$ cat src/rtl/pla_pkg.sv
package pla_pkg;

    typedef enum logic [1:0] {
        SEC_AND  = 2'd0,
        SEC_OR   = 2'd1,
        SEC_POL  = 2'd2,
        SEC_NONE = 2'd3
    } pla_sec_e;

    function automatic int max3(input int a, input int b, input int c);
        int m;
        m = (a > b) ? a : b;
        return (m > c) ? m : c;
    endfunction

    function automatic pla_sec_e row_kind(input int row, input int n_pt, input int n_out);
        if (row < n_pt)
            return SEC_AND;
        else if (row < n_pt + n_out)
            return SEC_OR;
        else if (row == n_pt + n_out)
            return SEC_POL;
        else
            return SEC_NONE;
    endfunction

endpackage

$ cat src/rtl/pla_cfg_store.sv
module pla_cfg_store
    import pla_pkg::*;
#(
    parameter int N_IN  = 4,
    parameter int N_PT  = 6,
    parameter int N_OUT = 3,
    parameter int W     = 8,
    parameter int AW    = 4
) (
    input  logic                    clk,
    input  logic                    rst_n,
    input  logic                    cfg_we,
    input  logic [AW-1:0]           cfg_addr,
    input  logic [W-1:0]            cfg_wdata,
    input  logic [AW-1:0]           cfg_raddr,
    output logic [W-1:0]            cfg_rdata,
    output logic [N_PT*2*N_IN-1:0]  and_flat,
    output logic [N_OUT*N_PT-1:0]   or_flat,
    output logic [N_OUT-1:0]        pol_bits
);

    localparam int AND_W   = 2 * N_IN;
    localparam int ROWS    = N_PT + N_OUT + 1;
    localparam int POL_ROW = N_PT + N_OUT;

    logic [AND_W-1:0] and_q [N_PT];
    logic [N_PT-1:0]  or_q  [N_OUT];
    logic [N_OUT-1:0] pol_q;

    pla_sec_e wr_kind;
    pla_sec_e rd_kind;

    assign wr_kind = row_kind(int'(cfg_addr), N_PT, N_OUT);
    assign rd_kind = row_kind(int'(cfg_raddr), N_PT, N_OUT);

    // One register row per product term
    for (genvar p = 0; p < N_PT; p++) begin : g_and_row
        always_ff @(posedge clk or negedge rst_n) begin
            if (!rst_n)
                and_q[p] <= '0;
            else if (cfg_we && wr_kind == SEC_AND && cfg_addr == AW'(p))
                and_q[p] <= cfg_wdata[AND_W-1:0];
        end
        assign and_flat[p*AND_W +: AND_W] = and_q[p];
    end

    // One register row per output
    for (genvar k = 0; k < N_OUT; k++) begin : g_or_row
        always_ff @(posedge clk or negedge rst_n) begin
            if (!rst_n)
                or_q[k] <= '0;
            else if (cfg_we && wr_kind == SEC_OR && cfg_addr == AW'(N_PT + k))
                or_q[k] <= cfg_wdata[N_PT-1:0];
        end
        assign or_flat[k*N_PT +: N_PT] = or_q[k];
    end

    always_ff @(posedge clk or negedge rst_n) begin
        if (!rst_n)
            pol_q <= '0;
        else if (cfg_we && wr_kind == SEC_POL)
            pol_q <= cfg_wdata[N_OUT-1:0];
    end
    assign pol_bits = pol_q;

    // Readback mux, zero-extended to the port width
    always_comb begin
        cfg_rdata = '0;
        unique case (rd_kind)
            SEC_AND: begin
                for (int p = 0; p < N_PT; p++)
                    if (cfg_raddr == AW'(p))
                        cfg_rdata = W'(and_q[p]);
            end
            SEC_OR: begin
                for (int k = 0; k < N_OUT; k++)
                    if (cfg_raddr == AW'(N_PT + k))
                        cfg_rdata = W'(or_q[k]);
            end
            SEC_POL:  cfg_rdata = W'(pol_q);
            SEC_NONE: cfg_rdata = '0;
        endcase
    end


    cfg_reset_clear_chk: assert property (@(posedge clk) disable iff (!rst_n)
        $rose(rst_n) |-> (and_flat == '0 && or_flat == '0 && pol_q == '0));


    cfg_idle_hold_chk: assert property (@(posedge clk) disable iff (!rst_n)
        !cfg_we |=> ($stable(and_flat) && $stable(or_flat) && $stable(pol_q)));


    cfg_oor_hold_chk: assert property (@(posedge clk) disable iff (!rst_n)
        (cfg_we && int'(cfg_addr) >= ROWS) |=> ($stable(and_flat) && $stable(or_flat) && $stable(pol_q)));


    cfg_oor_read_chk: assert property (@(posedge clk) disable iff (!rst_n)
        (int'(cfg_raddr) >= ROWS) |-> (cfg_rdata == '0));


    cfg_pol_write_chk: assert property (@(posedge clk) disable iff (!rst_n)
        (cfg_we && cfg_addr == AW'(POL_ROW)) |=> (pol_q == $past(cfg_wdata[N_OUT-1:0])));


    cfg_pol_read_chk: assert property (@(posedge clk) disable iff (!rst_n)
        (cfg_raddr == AW'(POL_ROW)) |-> (cfg_rdata == W'(pol_q)));

endmodule

$ cat src/rtl/pla_and_plane.sv
module pla_and_plane #(
    parameter int N_IN = 4,
    parameter int N_PT = 6
) (
    input  logic                    clk,
    input  logic                    rst_n,
    input  logic [N_IN-1:0]         in_vec,
    input  logic [N_PT*2*N_IN-1:0]  and_flat,
    output logic [N_PT-1:0]         terms
);

    localparam int AND_W = 2 * N_IN;

    logic [AND_W-1:0] lits;
    logic [AND_W-1:0] even_mask;

    // Interleave literals: true form at even bit, inverted at odd bit
    for (genvar i = 0; i < N_IN; i++) begin : g_lit
        assign lits[2*i]        = in_vec[i];
        assign lits[2*i+1]      = ~in_vec[i];
        assign even_mask[2*i]   = 1'b1;
        assign even_mask[2*i+1] = 1'b0;
    end

    for (genvar p = 0; p < N_PT; p++) begin : g_term
        logic [AND_W-1:0] row;
        assign row      = and_flat[p*AND_W +: AND_W];
        // An unconnected literal is forced to 1 so it does not mask the term
        assign terms[p] = &(lits | ~row);


        term_conflict_zero_chk: assert property (@(posedge clk) disable iff (!rst_n)
            (|(row & (row >> 1) & even_mask)) |-> !terms[p]);


        term_empty_one_chk: assert property (@(posedge clk) disable iff (!rst_n)
            (row == '0) |-> terms[p]);
    end

endmodule

$ cat src/rtl/pla_or_plane.sv
module pla_or_plane #(
    parameter int N_PT  = 6,
    parameter int N_OUT = 3
) (
    input  logic                   clk,
    input  logic                   rst_n,
    input  logic [N_PT-1:0]        terms,
    input  logic [N_OUT*N_PT-1:0]  or_flat,
    input  logic [N_OUT-1:0]       pol_bits,
    output logic [N_OUT-1:0]       out_vec
);

    logic [N_OUT-1:0] sums;

    for (genvar k = 0; k < N_OUT; k++) begin : g_out
        logic [N_PT-1:0] sel;
        assign sel        = or_flat[k*N_PT +: N_PT];
        assign sums[k]    = |(sel & terms);
        assign out_vec[k] = sums[k] ^ pol_bits[k];


        out_empty_sum_chk: assert property (@(posedge clk) disable iff (!rst_n)
            (sel == '0) |-> (out_vec[k] == pol_bits[k]));


        out_pol_follow_chk: assert property (@(posedge clk) disable iff (!rst_n)
            ((sel & terms) != '0) |-> (out_vec[k] == !pol_bits[k]));
    end

endmodule

$ cat src/rtl/pla_array.sv
module pla_array
    import pla_pkg::*;
#(
    parameter int N_IN  = 4,
    parameter int N_PT  = 6,
    parameter int N_OUT = 3,
    localparam int W    = max3(2 * N_IN, N_PT, N_OUT),
    localparam int ROWS = N_PT + N_OUT + 1,
    localparam int AW   = $clog2(ROWS + 1)
) (
    input  logic             clk,
    input  logic             rst_n,
    input  logic             cfg_we,
    input  logic [AW-1:0]    cfg_addr,
    input  logic [W-1:0]     cfg_wdata,
    input  logic [AW-1:0]    cfg_raddr,
    output logic [W-1:0]     cfg_rdata,
    input  logic [N_IN-1:0]  in_vec,
    output logic [N_OUT-1:0] out_vec
);

    logic [N_PT*2*N_IN-1:0] and_flat;
    logic [N_OUT*N_PT-1:0]  or_flat;
    logic [N_OUT-1:0]       pol_bits;
    logic [N_PT-1:0]        terms;

    pla_cfg_store #(
        .N_IN (N_IN),
        .N_PT (N_PT),
        .N_OUT(N_OUT),
        .W    (W),
        .AW   (AW)
    ) u_store (
        .clk      (clk),
        .rst_n    (rst_n),
        .cfg_we   (cfg_we),
        .cfg_addr (cfg_addr),
        .cfg_wdata(cfg_wdata),
        .cfg_raddr(cfg_raddr),
        .cfg_rdata(cfg_rdata),
        .and_flat (and_flat),
        .or_flat  (or_flat),
        .pol_bits (pol_bits)
    );

    pla_and_plane #(
        .N_IN(N_IN),
        .N_PT(N_PT)
    ) u_and (
        .clk     (clk),
        .rst_n   (rst_n),
        .in_vec  (in_vec),
        .and_flat(and_flat),
        .terms   (terms)
    );

    pla_or_plane #(
        .N_PT (N_PT),
        .N_OUT(N_OUT)
    ) u_or (
        .clk     (clk),
        .rst_n   (rst_n),
        .terms   (terms),
        .or_flat (or_flat),
        .pol_bits(pol_bits),
        .out_vec (out_vec)
    );


    top_reset_out_chk: assert property (@(posedge clk) disable iff (!rst_n)
        $rose(rst_n) |-> (out_vec == '0));

endmodule

$ cat config.mk
export PLATFORM = sky130hd
export DESIGN_NAME = pla_array
export DESIGN_NICKNAME = d
export VERILOG_FILES = /design/src/rtl/pla_pkg.sv /design/src/rtl/pla_cfg_store.sv /design/src/rtl/pla_and_plane.sv /design/src/rtl/pla_or_plane.sv /design/src/rtl/pla_array.sv
export SDC_FILE = /design/constraint.sdc
export NUM_CORES = 1
export LEC_CHECK = 0
export CAP_MARGIN = 20
export CORE_MARGIN = 4
export CORE_UTILIZATION = 57
export CTS_CLUSTER_SIZE = 12
export DETAILED_ROUTE_END_ITERATION = 12
export DONT_BUFFER_PORTS = 1
export HOLD_SLACK_MARGIN = 0.05
export PLACE_DENSITY = 0.8
export SYNTH_ARGS = -nofsm -noshare
export SYNTH_HDL_FRONTEND = slang
export SYNTH_HIERARCHICAL = 1
export SYNTH_SLANG_ARGS = --single-unit
$ cat constraint.sdc
create_clock -name clk -period 1.2 [get_ports clk]
set_input_delay 0.12 -clock clk [delete_from_list [all_inputs] [get_ports clk]]
set_output_delay 0.12 -clock clk [all_outputs]
set_load 0.005 [all_outputs]
==> impl_metrics.yaml <==
outcome:
  status: "finished, violations left"
  failed_checks: "hold timing, setup timing"
power:
  power_density_nw_per_um2: 1610
  p_leak_nw: 2.03
  p_total_mw: 7.48
  peakVddDrop_mv: 0.784
route:
  drtIter0Drc: 291
  drc: 0
  routed_wl_um: 10100
  firstDrtPassIters: 4
  antenna_left: 0
  post_drt_via_cell_ratio: 6.54
  via_count: 2804
  wl_per_cell_um: 23.6
clocking:
  numCtsBuffers: 9
  clkTransAtPathRegs_ns: 0.08
  hold_buffers: 8
  root_buffer: "clkbuf_8"
  cts_tree: "built"
  cts.sink_count: 69
  clk_latency_ns: 0.34
  htreeDepth: 3
  cts_max_path_buffers: 2
setup_path:
  crit_arrival_ns: 1.69
  cp-end-kind: "output pin"
  slowest_stage: "dfrtp_1"
  max_stage_delay_ns: 0.38
  critical_path.top_delay_family: "simple AND/OR/NAND/NOR gates"
  crit_chain: "mux2i_1, and4_2, a22oi_1, nand3_1, xor2_1"
  cp_num_buf_inv: 0
  critical_path_required_ns: 1.08
  critical_path_class: "reg -> out"
  startpoint_type: "flop"
  crit_fanout: 3
logic_synthesis:
  yosysTopAreaCellShare_pct: 45.8
  syn-num-nets: 324
  synth.distinct_cells: 35
  synth_area_per_cell_um2: 12.5
  synth_area_leaders: "dfrtp_1, mux2_2, mux2i_1"
  yosys.area.top_type: "dfrtp_1"
  synth_edf_count: 0
  synth_commonest_cells: "mux2_2, dfrtp_1, mux2i_1, a22oi_1, o21ai_0"
  syn_area_um2: 3770
  yosysMostFrequentCell: "mux2_2"
  synth-seq-area-share_pct: 45.8
  async_reset_ff_share_pct: 100
  ys_warn_count: 6
  synth_ff_type: "dfrtp_1"
  synthCells: 301
  yosys_register_bits: 69
timing:
  tns_ns: -5.33
  setup_violations: 11
  maxSlewHeadroom_pct: 69.3
  hold_viol_final: 69
  drv_slew: 0
  fin_crit_sh_pct: 151
  period_minus_slack_ns: 1.81
  clock_skew_ns: 0
  max_freq_mhz: 552
  rsz0062_at_grt: "true"
  whs_ns: -0.538
  worst_pin_slew_ns: 0.459
  finalWorstSetupSlack_ns: -0.611
global_route:
  grt_max_degree: 70
  grt_pass1_vias: 2911
  grt_pass1_wl_um: 15800
  grt_use_total_pct: 27.4
  gr-total-overflow: 0
  antenna_found_initial: 0
placed_design:
  dpl.cell_count: 402
  placed_area_um2: 4190
  io_buffers: 0
  place_ws_ns: -0.273
  globalplace.congestion: 0.877
  dp_hpwl_um: 6880
cells_and_area:
  area_delta_synth_final_pct: 23.2
  n_antenna_cell: 0
  finish.utilization_pct: 72.7
  layout.cells.non_filler: 429
  drive_gt1_share_pct: 48.6
  nets: 370
  finalInstanceArea_um2: 4640
  nFillCells: 413
die:
  initial_core_util_pct: 59.0
  die_area_um2: 7970
  num_io_pins: 34
  die_x_um: 89.3
  rows: 29
  die_h_um: 89.3
  core-area_um2: 6390
job:
  drv_cap: 0
worst_hold_path:
  min_path_type: "in -> async"
## layout by cell type (no fill, tap or decap), types with 2 or more instances in the layout
| master | instances |
|---|---|
| o31a_1 | 2 |
| buf_4 | 30 |
| buf_12 | 6 |
| nor3b_1 | 5 |
| mux4_2 | 3 |
| and4_4 | 5 |
| o21ai_2 | 3 |
| o21ai_0 | 9 |
| buf_6 | 9 |
| dfrtp_1 | 69 |
| a21o_1 | 2 |
| clkbuf_8 | 10 |
| nand2b_1 | 3 |
| nand3_1 | 3 |
| mux2i_1 | 27 |
| mux2_2 | 66 |
| clkinv_2 | 2 |
| o211ai_1 | 2 |
| nor2_1 | 5 |
| xor2_1 | 2 |
| nor3_4 | 2 |
| clkbuf_1 | 2 |
| dlygate4sd3_1 | 8 |
| nand2_1 | 11 |
| a21oi_2 | 2 |
| a21oi_1 | 5 |
| o21ai_1 | 2 |
| a22oi_2 | 7 |
| a22o_1 | 2 |
| mux2_4 | 7 |
| a221o_1 | 4 |
| o22ai_1 | 3 |
| mux2i_2 | 8 |
| nand3b_1 | 3 |
| a22oi_1 | 8 |
## sequential cells by signal, indices dropped and copies added (netlist names)
register / flops
u_store/pol_bits: 3
u_store/and_flat: 48
u_store/or_flat: 18
## cell families (layout without fill, tap and decap cells)
| family | count (synthesis) | after routing | synth area share, % |
|---|---|---|---|
| AOI/OAI and AO/OA | 51 | 51 | 9.07 |
| xor gates and xnor gates | 3 | 3 | 0.698 |
| buffers and inverters | 20 | 71 | 3.02 |
| DFF | 69 | 69 | 45.8 |
| muxes | 112 | 112 | 33.2 |
| and+or+nand+nor | 46 | 46 | 8.17 |
## power breakdown
part	switching (mW)	internal (mW)
clock	0.877	1.01
combinational	0.884	1.39
sequential	0.455	2.87
total	2.22	5.27
## layer usage
metal	up-vias	global-route usage (%)	routed length, um
li1	1233	-	-
met1	1421	37.4	4180
met2	124	42.5	4970
met3	26	4.79	751
met4	0	13.5	238
met5	-	0	0
## cell type report
| type | count | area (um^2) | share of cell area, % |
|---|---|---|---|
| Tap cell | 77 | 96.3 | 2.08 |
| Multi-Input combinational cell | 212 | 2090 | 45.1 |
| Sequential cell | 69 | 1730 | 37.2 |
| Inverter | 2 | 7.51 | 0.162 |
| Timing Repair Buffer | 53 | 527 | 11.4 |
| Clock inverter | 4 | 47.5 | 1.02 |
| Clock buffer | 12 | 145 | 3.13 |
## worst paths after layout
| kind | from | endpoint | slack [ns] | cells past startpoint |
|---|---|---|---|---|
| worst max-delay path | u_store/and_flat[26] | out_vec[1] | -0.61 | 5 |
| min in group clk | cfg_addr[0] | u_store/or_flat[2] | 0.15 | 3 |
| worst min register to register | u_store/and_flat[0] | u_store/and_flat[0] | 0.53 | 1 |
| worst min-delay path | rst_n | u_store/and_flat[34] | -0.54 | 0 |
| worst max register to register | u_store/and_flat[18] | u_store/and_flat[18] | 0.15 | 3 |
| max in group asynchronous | rst_n | u_store/or_flat[3] | 1.63 | 0 |
## timing repair
| item | 4_1_cts | 5_1_grt |
|---|---|---|
| resized for setup | 33 | 15 |
| setup buffers | 2 | 2 |
| pin swaps | 12 | 15 |
| endpoints found under the hold margin | 138 | 69 |
| setup endpoints to repair | 11 | 11 |
(Power assumes the default switching activity.)
